File: config.mk
export PLATFORM = sky130hd
export DESIGN_NAME = cck_walsh_picker
export DESIGN_NICKNAME = d
export VERILOG_FILES = /design/src/rtl/cck_pkg.sv /design/src/rtl/cck_ctrl.sv /design/src/rtl/cck_datapath.sv /design/src/rtl/cck_walsh_picker.sv
export SDC_FILE = /design/constraint.sdc
export NUM_CORES = 2
export LEC_CHECK = 0
export BUFFER_PORTS_ARGS = -buffer_cell sky130_fd_sc_hd__buf_2
export CORE_MARGIN = 10
export CORE_UTILIZATION = 40
export DETAILED_ROUTE_END_ITERATION = 8
export GPL_TIMING_DRIVEN = 0
export HOLD_SLACK_MARGIN = 0.06
export PLACE_DENSITY_LB_ADDON = 0.25
export SETUP_SLACK_MARGIN = 0.15
export SYNTH_ARGS = -nofsm -noshare
export SYNTH_HDL_FRONTEND = slang
export SYNTH_SLANG_ARGS = --single-unit
File: constraint.sdc
create_clock -name clk -period 15.45 [get_ports clk]
set_input_delay 4.635 -clock clk [delete_from_list [all_inputs] [get_ports clk]]
set_output_delay 4.635 -clock clk [all_outputs]
set_load 0.01 [all_outputs]
File: src/rtl/cck_pkg.sv
package cck_pkg;
  localparam int NCHIP      = 8;
  localparam int IDX_W      = 6;
  localparam int NARROW_LAST = 3;

  typedef struct packed {
    logic             load;      // latch chips
    logic             eval;      // evaluate one candidate
    logic             first;     // first candidate of a search
    logic             finish;    // last candidate, publish result
    logic [IDX_W-1:0] candCode;  // {p4,p3,p2} phases of candidate
    logic [IDX_W-1:0] candIdx;   // reported index of candidate
  } ctrl_t;
endpackage

File: src/rtl/cck_ctrl.sv
module cck_ctrl
  import cck_pkg::*;
(
  input  logic  clk,
  input  logic  rstN,
  input  logic  start,
  input  logic  mode64,
  output ctrl_t ctrl
);
  localparam logic [IDX_W-1:0] WIDE_LAST = {IDX_W{1'b1}};

  typedef enum logic {IDLE, SCAN} state_t;
  state_t           state;
  logic [IDX_W-1:0] cnt;
  logic             wideMode;
  logic             lastCand;

  assign lastCand = wideMode ? (cnt == WIDE_LAST) : (cnt == IDX_W'(NARROW_LAST));

  always_ff @(posedge clk or negedge rstN) begin
    if (!rstN) begin
      state    <= IDLE;
      cnt      <= '0;
      wideMode <= 1'b0;
    end else begin
      unique case (state)
        IDLE: if (start) begin
          state    <= SCAN;
          cnt      <= '0;
          wideMode <= mode64;
        end
        SCAN: begin
          cnt <= cnt + 1'b1;
          if (lastCand) state <= IDLE;
        end
        default: state <= IDLE;
      endcase
    end
  end

  always_comb begin
    ctrl.load    = (state == IDLE) && start;
    ctrl.eval    = (state == SCAN);
    ctrl.first   = (state == SCAN) && (cnt == '0);
    ctrl.finish  = (state == SCAN) && lastCand;
    ctrl.candIdx = cnt;
    // narrow set: p4 in {0,2}, p3 = 0, p2 in {1,3}
    ctrl.candCode = wideMode ? cnt : {cnt[1], 1'b0, 2'b00, cnt[0], 1'b1};
  end
endmodule

File: src/rtl/cck_datapath.sv
module cck_datapath
  import cck_pkg::*;
#(
  parameter int CHIP_W = 8
) (
  input  logic                         clk,
  input  logic                         rstN,
  input  ctrl_t                        ctrl,
  input  logic [NCHIP*CHIP_W-1:0]      chipI,
  input  logic [NCHIP*CHIP_W-1:0]      chipQ,
  output logic                         done,
  output logic [IDX_W-1:0]             symIdx,
  output logic signed [CHIP_W+3:0]     winI,
  output logic signed [CHIP_W+3:0]     winQ
);
  localparam int SUM_W = CHIP_W + 4;
  localparam int MAG_W = SUM_W + 1;
  localparam int NQ    = 4;

  typedef logic signed [SUM_W-1:0] sval_t;

  // rotate by -90 degrees times p
  function automatic sval_t rotRe(input sval_t re, input sval_t im, input logic [1:0] p);
    unique case (p)
      2'd0: return re;
      2'd1: return im;
      2'd2: return -re;
      default: return -im;
    endcase
  endfunction

  function automatic sval_t rotIm(input sval_t re, input sval_t im, input logic [1:0] p);
    unique case (p)
      2'd0: return im;
      2'd1: return -re;
      2'd2: return -im;
      default: return re;
    endcase
  endfunction

  function automatic logic [MAG_W-1:0] absV(input sval_t v);
    return (v < 0) ? MAG_W'(-v) : MAG_W'(v);
  endfunction

  sval_t cRe [NCHIP];
  sval_t cIm [NCHIP];

  always_ff @(posedge clk or negedge rstN) begin
    if (!rstN) begin
      for (int n = 0; n < NCHIP; n++) begin
        cRe[n] <= '0;
        cIm[n] <= '0;
      end
    end else if (ctrl.load) begin
      for (int n = 0; n < NCHIP; n++) begin
        cRe[n] <= SUM_W'(signed'(chipI[n*CHIP_W +: CHIP_W]));
        cIm[n] <= SUM_W'(signed'(chipQ[n*CHIP_W +: CHIP_W]));
      end
    end
  end

  // stage 1: per p2, pair-wise butterflies
  sval_t aHiRe [NQ], aHiIm [NQ], bHiRe [NQ], bHiIm [NQ];
  sval_t aLoRe [NQ], aLoIm [NQ], bLoRe [NQ], bLoIm [NQ];
  // stage 2: per {p3,p2}, half-block sums
  sval_t sHiRe [NQ*NQ], sHiIm [NQ*NQ], sLoRe [NQ*NQ], sLoIm [NQ*NQ];

  for (genvar g2 = 0; g2 < NQ; g2++) begin : g_stage1
    assign aHiRe[g2] = rotRe(cRe[0], cIm[0], 2'(g2)) + cRe[1];
    assign aHiIm[g2] = rotIm(cRe[0], cIm[0], 2'(g2)) + cIm[1];
    assign bHiRe[g2] = rotRe(cRe[2], cIm[2], 2'(g2)) - cRe[3];
    assign bHiIm[g2] = rotIm(cRe[2], cIm[2], 2'(g2)) - cIm[3];
    assign aLoRe[g2] = rotRe(cRe[4], cIm[4], 2'(g2)) + cRe[5];
    assign aLoIm[g2] = rotIm(cRe[4], cIm[4], 2'(g2)) + cIm[5];
    assign bLoRe[g2] = cRe[7] - rotRe(cRe[6], cIm[6], 2'(g2));
    assign bLoIm[g2] = cIm[7] - rotIm(cRe[6], cIm[6], 2'(g2));
    for (genvar g3 = 0; g3 < NQ; g3++) begin : g_stage2
      assign sHiRe[g3*NQ+g2] = rotRe(aHiRe[g2], aHiIm[g2], 2'(g3)) + bHiRe[g2];
      assign sHiIm[g3*NQ+g2] = rotIm(aHiRe[g2], aHiIm[g2], 2'(g3)) + bHiIm[g2];
      assign sLoRe[g3*NQ+g2] = rotRe(aLoRe[g2], aLoIm[g2], 2'(g3)) + bLoRe[g2];
      assign sLoIm[g3*NQ+g2] = rotIm(aLoRe[g2], aLoIm[g2], 2'(g3)) + bLoIm[g2];
    end
  end

  // stage 3: one candidate per cycle
  logic [3:0]       pairSel;
  logic [1:0]       p4;
  sval_t            candRe, candIm;
  logic [MAG_W-1:0] candMag;
  logic             take;

  logic [MAG_W-1:0] bestMag;
  sval_t            bestRe, bestIm;
  logic [IDX_W-1:0] bestIdx;

  assign pairSel = ctrl.candCode[3:0];
  assign p4      = ctrl.candCode[5:4];
  assign candRe  = rotRe(sHiRe[pairSel], sHiIm[pairSel], p4) + sLoRe[pairSel];
  assign candIm  = rotIm(sHiRe[pairSel], sHiIm[pairSel], p4) + sLoIm[pairSel];
  assign candMag = absV(candRe) + absV(candIm);
  assign take    = ctrl.first || (candMag > bestMag);

  always_ff @(posedge clk or negedge rstN) begin
    if (!rstN) begin
      bestMag <= '0;
      bestRe  <= '0;
      bestIm  <= '0;
      bestIdx <= '0;
      done    <= 1'b0;
      symIdx  <= '0;
      winI    <= '0;
      winQ    <= '0;
    end else begin
      done <= ctrl.finish;
      if (ctrl.eval && take) begin
        bestMag <= candMag;
        bestRe  <= candRe;
        bestIm  <= candIm;
        bestIdx <= ctrl.candIdx;
      end
      if (ctrl.finish) begin
        symIdx <= take ? ctrl.candIdx : bestIdx;
        winI   <= take ? candRe : bestRe;
        winQ   <= take ? candIm : bestIm;
      end
    end
  end
endmodule

File: src/rtl/cck_walsh_picker.sv
module cck_walsh_picker
  import cck_pkg::*;
#(
  parameter int CHIP_W = 8
) (
  input  logic                     clk,
  input  logic                     rstN,
  input  logic                     start,
  input  logic                     mode64,
  input  logic [8*CHIP_W-1:0]      chipI,
  input  logic [8*CHIP_W-1:0]      chipQ,
  output logic                     done,
  output logic [5:0]               symIdx,
  output logic signed [CHIP_W+3:0] winI,
  output logic signed [CHIP_W+3:0] winQ
);
  localparam int SUM_W = CHIP_W + 4;

  ctrl_t ctrl;

  cck_ctrl i_ctrl (
    .clk    (clk),
    .rstN   (rstN),
    .start  (start),
    .mode64 (mode64),
    .ctrl   (ctrl)
  );

  cck_datapath #(.CHIP_W(CHIP_W)) i_dp (
    .clk    (clk),
    .rstN   (rstN),
    .ctrl   (ctrl),
    .chipI  (chipI),
    .chipQ  (chipQ),
    .done   (done),
    .symIdx (symIdx),
    .winI   (winI),
    .winQ   (winQ)
  );
endmodule

---- Yosys cells after proc, flatten, opt, wreduce, memory -nomap -nowiden ----
Index checks and enable logic that the tools add are counted.
word-level totals
  bits in registers ....................... 210
  input port bits ......................... 132
operators by class
  eq/ne operators ......................... 5
  add/subtract/negate cells ............... 128
  $lt $le $gt $ge ......................... 4
  reduce and logical (&&, ||, !) cells .... 8
  bitwise operators ....................... 2
  muxes and demuxes ....................... 26
operators with widths
  kind                   number
  $add A12 B12 Y12       66
  $neg A12 Y12           18
  $bmux W12 S4           4
  $mux W12               10
  $add A12 B8 Y12        8
  $neg A8 Y12            8
  $add A8 B8 Y9          8
  $pmux W12 S3           2
  $sub A8 B8 Y9          8
  $sub A12 B8 Y12        4
  $sub A8 B12 Y12        4
  $mux W13               2
  $neg A12 Y13           2
  $lt A12 B1 Y1 const B  2
  $mux W6                3
  $add A13 B13 Y13       1
  $gt A13 B13 Y1         1
  $pmux W6 S2            1
  $add A6 B1 Y6 const B  1
  $eq A6 B2 Y1 const B   1
  $eq A6 B6 Y1 const B   1
  $logic_not A6 Y1       1
  $ge A5 B5 Y1 const B   1
  $not A4 Y5             1
  10 further kinds       15

---- Longest topological paths before layout ----
  word-level depth ........................ 16
  mapped depth ............................ 58

---- By module ----
A second synthesis with hierarchy kept.
unflattened totals
  cell total of the unflattened synthesis .. 7169
  area, all modules ....................... 58452.3 µm²
by module, submodules not included
  module        cells each  area each (µm²)  times used
  cck_datapath  7116        57955.6          1
  cck_ctrl      53          496.7            1

---- Least setup slack after synthesis ----
No wires, ideal clock.
  path type ............................... register to register
  from .................................... reg i_dp.cIm[85] in the netlist's numbering
  to ...................................... reg i_dp.bestIm[2]
  cell stages (with the launch flop) ...... 53
  required time ........................... 15.312 ns
  arrival time ............................ 10.494 ns
  setup slack ............................. 4.818 ns
  path buffers ............................ 4
  path through ............................ dfrtp_1 -> inv_1 -> ha_1 -> xnor2_1 -> ha_1 -> nor2b_1 -> o21a_1 -> or3_1 -> and2_1 -> nor4_1 -> xnor2_1 -> ha_1 -> a31o_2 -> xnor2_1 -> nor2_1 -> a2111oi_0 -> or4_1 -> or3_1 -> [17 not listed] -> nor2b_1 -> o21a_1 -> o21ai_0 -> nand2b_1 -> a21oi_1 -> o21bai_1 -> a21oi_1 -> xnor2_1 -> ha_1 -> nand4_1 -> nor4_1 -> nor2_1 -> o31a_1 -> clkbuf_1 -> o21ai_1 -> clkbuf_1 -> clkbuf_1 -> o21ai_0
on the way
  cells in the longest elaborated chain, start to end .. 16
  elaborated cells on any way between the ends .. 47
ends and longest elaborated chain
  element                                        RTL line                                source
  start, declared                                cck_datapath.sv:46                      sval_t cIm [NCHIP];
  start signal, assigned by index                cck_datapath.sv:57                      cIm[n] <= SUM_W'(signed'(chipQ[n*CHIP_W +: CHIP_W]));
  $neg A8 Y12                                    -
  $add A12 B8 Y12, on equally long branches      cck_datapath.sv:70, cck_datapath.sv:69
  $neg A12 Y12, on equally long branches         -
  $add A12 B12 Y12, on equally long branches     cck_datapath.sv:79, cck_datapath.sv:78
  $bmux W12 S4                                   cck_datapath.sv:98, cck_datapath.sv:99
  $mux W12 (implied by the code) (2 in series)   cck_datapath.sv:98, cck_datapath.sv:99
  $neg A12 Y12, on equally long branches         -
  $pmux W12 S3, on equally long branches         cck_datapath.sv:24, cck_datapath.sv:33
  $add A12 B12 Y12, on equally long branches     cck_datapath.sv:98, cck_datapath.sv:99
  $neg A12 Y13 or $lt A12 B1 Y1 (tied branches)  cck_datapath.sv:42                      return (v < 0) ? MAG_W'(-v) : MAG_W'(v);
  $mux W13                                       cck_datapath.sv:42
  $add A13 B13 Y13 *                             cck_datapath.sv:100                     assign candMag = absV(candRe) + absV(candIm);
  named net i_dp.candMag[11]                     cck_datapath.sv:89                      logic [MAG_W-1:0] candMag;
  $gt A13 B13 Y1 *                               cck_datapath.sv:101                     assign take = ctrl.first || (candMag > bestMag);
  $logic_or A1 B1 Y1 *                           cck_datapath.sv:101
  $logic_and A1 B1 Y1 *                          cck_datapath.sv:115                     if (ctrl.eval && take) begin
  end signal, assigned                           cck_datapath.sv:118                     bestIm <= candIm;
  end, declared                                  cck_datapath.sv:93                      sval_t bestRe, bestIm;
The timed path passes the listed nets; every way through them passes the cells marked *. The select of a mux whose other input is x is not followed.
A chain may end at the register's enable or synchronous reset.

---- Worst setup path after layout ----
  from .................................... reg i_ctrl.wideMode
  to ...................................... reg i_dp.bestRe[7]
on the way
  cells in the longest elaborated chain, start to end .. 14
  elaborated cells on any way between the ends .. 33
ends and longest elaborated chain
  element                                        RTL line                                source
  start, declared                                cck_ctrl.sv:15                          logic wideMode;
  start signal, assigned                         cck_ctrl.sv:30                          wideMode <= mode64;
  $mux W6 *                                      cck_ctrl.sv:48                          ctrl.candCode = wideMode ? cnt : {cnt[1], 1'b0, 2'b00, cnt[0], 1'b1};
  $not A4 Y5 (implied by the code)               cck_datapath.sv:98, cck_datapath.sv:99
  $bmux W12 S4                                   cck_datapath.sv:98, cck_datapath.sv:99
  $mux W12 (implied by the code) (2 in series)   cck_datapath.sv:98, cck_datapath.sv:99
  $neg A12 Y12, on equally long branches         -
  $pmux W12 S3, on equally long branches         cck_datapath.sv:24, cck_datapath.sv:33
  $add A12 B12 Y12, on equally long branches     cck_datapath.sv:98, cck_datapath.sv:99
  $neg A12 Y13 or $lt A12 B1 Y1 (tied branches)  cck_datapath.sv:42
  $mux W13                                       cck_datapath.sv:42
  $add A13 B13 Y13 *                             cck_datapath.sv:100
  named net i_dp.candMag[11]                     cck_datapath.sv:89
  $gt A13 B13 Y1 *                               cck_datapath.sv:101
  $logic_or A1 B1 Y1 *                           cck_datapath.sv:101
  $logic_and A1 B1 Y1 *                          cck_datapath.sv:115
  end signal, assigned                           cck_datapath.sv:117                     bestRe <= candRe;
  end, declared                                  cck_datapath.sv:93
Marked as above.

==> metrics.txt <==
Cell Count Post-Placement 9877; core outline area 0.1473 mm²; clock sink count 210; peak per-stage delay on the critical path 950 ps; Detail Route Antenna Nets 0; Vias per Instance 6.471; cell type group with the largest total delay on the critical path buffers and inverters; cts hold-fix bufs 0; Final setup violation count 0; most common cell after layout, fill and taps aside ha_1; top-level port count 163; sequential cell area fraction in the yosys report 8.886%; period utilisation layout 96.23%; fraction of layout cells with a size suffix above 1 6.538%; pins over their slew limit 76; placer congestion estimate 1.123; violated checks max-capacitance violations, max-slew violations; row count 141; total routing usage reported by global routing 41.14%; chip width 404.5 µm; via count of the first global-routing pass 59580; finished layout cell area 0.06455 mm²; total wirelength of the detailed-routed design 352600 µm; crit path launch type flip-flop; net count of the mapped netlist 8981; clock network latency to the later pin of the worst-skew pair 670 ps; kind of critical path flip-flop to flip-flop; maximum number of pins on one net before global-route repair 107; post-synthesis instance area 0.05914 mm²; TritonCTS clock tree done; 1st-iter DRT viols 7348; overall overflow remaining after global route 0; post-layout minimum cycle time 14870 ps; count of buffering cells on the critical path with inverters included 9; First-pass DRT Iterations 7; synthesis-stage register bit count 210; area after detailed placement 0.06325 mm²; most used flip-flop cell after synthesis dfrtp_1; clock tree root buffer cell clkbuf_16; max-capacitance violation count 19; initial cell density of the core 40.15%; routed vias 64360; Post-Syn Instances 7749; clock transition time at the flip-flop clock pins of the worst setup and hold paths 80 ps; warning count from the yosys run 0; most frequent cells in the layout 1001 x ha_1, 769 x nand2_1, 647 x nor2_1; post-synthesis area per instance 7.632 µm²; antenna violations before repair 30; Worst Tran Pin Value 1730 ps; first-pass GRT wire length 474200 µm; clock buffer depth 3; H-Tree Level Count 1; asr flop ratio synth 100.0%; cell repeated most along the worst path a21oi_1; CP Max Fanout 10; unique cell type count in the Yosys netlist 107; sort of element at the end of the critical path flip-flop; worst hold path type flip-flop to flip-flop; port bufs 162; Layout Skew 19.69 ps; Worst path slowest cell dfrtp_1; setup repair after global routing missed its margin false; Die Y 404.5 µm; area growth from synthesis to layout 9.153%; TritonCTS buffer count 30; highest clock frequency the design can meet 67.26 MHz; run status complete, but fails checks; post-route insts no fill 9945; drt drc 0; number of synthesized flops with an enable pin 0; routed wirelength normalized by instance count 35.45 µm; data arrival time at the worst-slack endpoint 15400 ps; Final Hold Fails 0; Final HPWL DP 305800 µm; remaining max-slew budget at the tightest pin -16.22%; die area 0.1636 mm²; final net count 9207; required time reported for the critical path endpoint 15980 ps
[worst min-delay path: stages, from the launching register on]
cell and delay, ps:
dfrtp_1 340, nand2_1 50, o21ai_0 60
[registers in the layout, indices dropped and copies added (netlist names)]
register and cells:
i_ctrl.cnt 6, i_dp.bestIm 12, i_dp.bestRe 12, i_dp.symIdx 6
i_dp.winQ 12, i_dp.done 1, i_ctrl.state 1, i_ctrl.wideMode 1
i_dp.bestIdx 6, i_dp.cRe 64, i_dp.cIm 64, i_dp.bestMag 13
i_dp.winI 12
[cells in the mapped netlist (97+ instances only)]
cell | instances | area share (%)
ha_1 | 1001 | 21
nand2_1 | 769 | 4.9
xnor2_1 | 662 | 9.8
nor2_1 | 650 | 4.1
a21oi_1 | 609 | 5.2
o21ai_0 | 493 | 4.2
inv_1 | 388 | 2.5
xor2_1 | 285 | 4.2
nor3_1 | 254 | 2.1
a21o_1 | 214 | 2.7
dfrtp_1 | 210 | 8.9
o21bai_1 | 190 | 2.4
a211oi_1 | 178 | 2.3
clkbuf_1 | 138 | 0.88
nand3_1 | 132 | 1.1
fa_1 | 99 | 3.4
nor2b_1 | 97 | 1.0
[cell families (layout without fill, tap and decap cells)]
| logic type | after synthesis | after routing | synth area share [%] |
|---|---|---|---|
| and+or+nand+nor | 2404 | 2404 | 19.12 |
| AOI/OAI and AO/OA | 2371 | 2371 | 26.04 |
| adders and majority gates | 1100 | 1100 | 24.53 |
| xor gates and xnor gates | 969 | 969 | 14.87 |
| buffers and inverters | 576 | 826 | 3.734 |
| DFF | 210 | 210 | 8.886 |
| muxes | 119 | 119 | 2.820 |
| other | 0 | 16 | 0 |
[path summary, 6_finish.rpt]
path / slack (ps) / start / depth (start not counted) / endpoint
worst max-delay path: 580 / i_ctrl.wideMode$_DFFE_PN0P_ / 48 / i_dp.bestRe[7]$_DFFE_PN0P_
max in group asynchronous: 10710 / rstN / 2 / i_dp.cIm[1]$_DFFE_PN0P_
min in group asynchronous: 3810 / rstN / 1 / i_dp.cRe[50]$_DFFE_PN0P_
worst min register to register: 480 / i_dp.bestIm[6]$_DFFE_PN0P_ / 2 / i_dp.bestIm[6]$_DFFE_PN0P_
worst min-delay path: 480 / i_dp.bestIm[6]$_DFFE_PN0P_ / 2 / i_dp.bestIm[6]$_DFFE_PN0P_
worst max register to register: 580 / i_ctrl.wideMode$_DFFE_PN0P_ / 48 / i_dp.bestRe[7]$_DFFE_PN0P_
[what timing repair did]
action,CTS,global route
setup endpoints to repair,73,69
gates resized for setup,12,40
buffers inserted,0,0
[cell type report]
cell class | count | area, µm²
Timing Repair Buffer | 199 | 1369
Antenna cell | 16 | 40.04
Fill cell | 15190 | 82760
Clock buffer | 36 | 834.6
Sequential cell | 210 | 5255
Tap cell | 1930 | 2415
Clock inverter | 20 | 316.6
Buffer | 180 | 782.0
Inverter | 391 | 1468
Multi-Input combinational cell | 6963 | 52070
[per-stage QoR]
step | setup TNS [ps] | util (%) | hold WS [ps] | setup WS, ps
after floorplan | 0 | - | 449.7 | 4818
after global placement | -59780 | 42.33 | 462.9 | -1151
after detailed placement | -65610 | 42.94 | 469.8 | -1228
after CTS | 0 | 43.73 | 483.3 | 189.3
after global routing | 0 | 43.79 | 508.0 | 197.8
final | 0 | 43.82 | 483.0 | 583.2
[metal layers]
metal / part of all wire, % / track usage (%) / routed length, µm
met1: 39 / 49.07 / 136000
met2: 42 / 62.02 / 147200
met3: 8.9 / 9.691 / 31500
met4: 11 / 35.23 / 37720
met5: 0.041 / 0 / 143
Power is not shown: default switching activity piles up to over one toggle a cycle in this logic, so the estimate is an artifact.
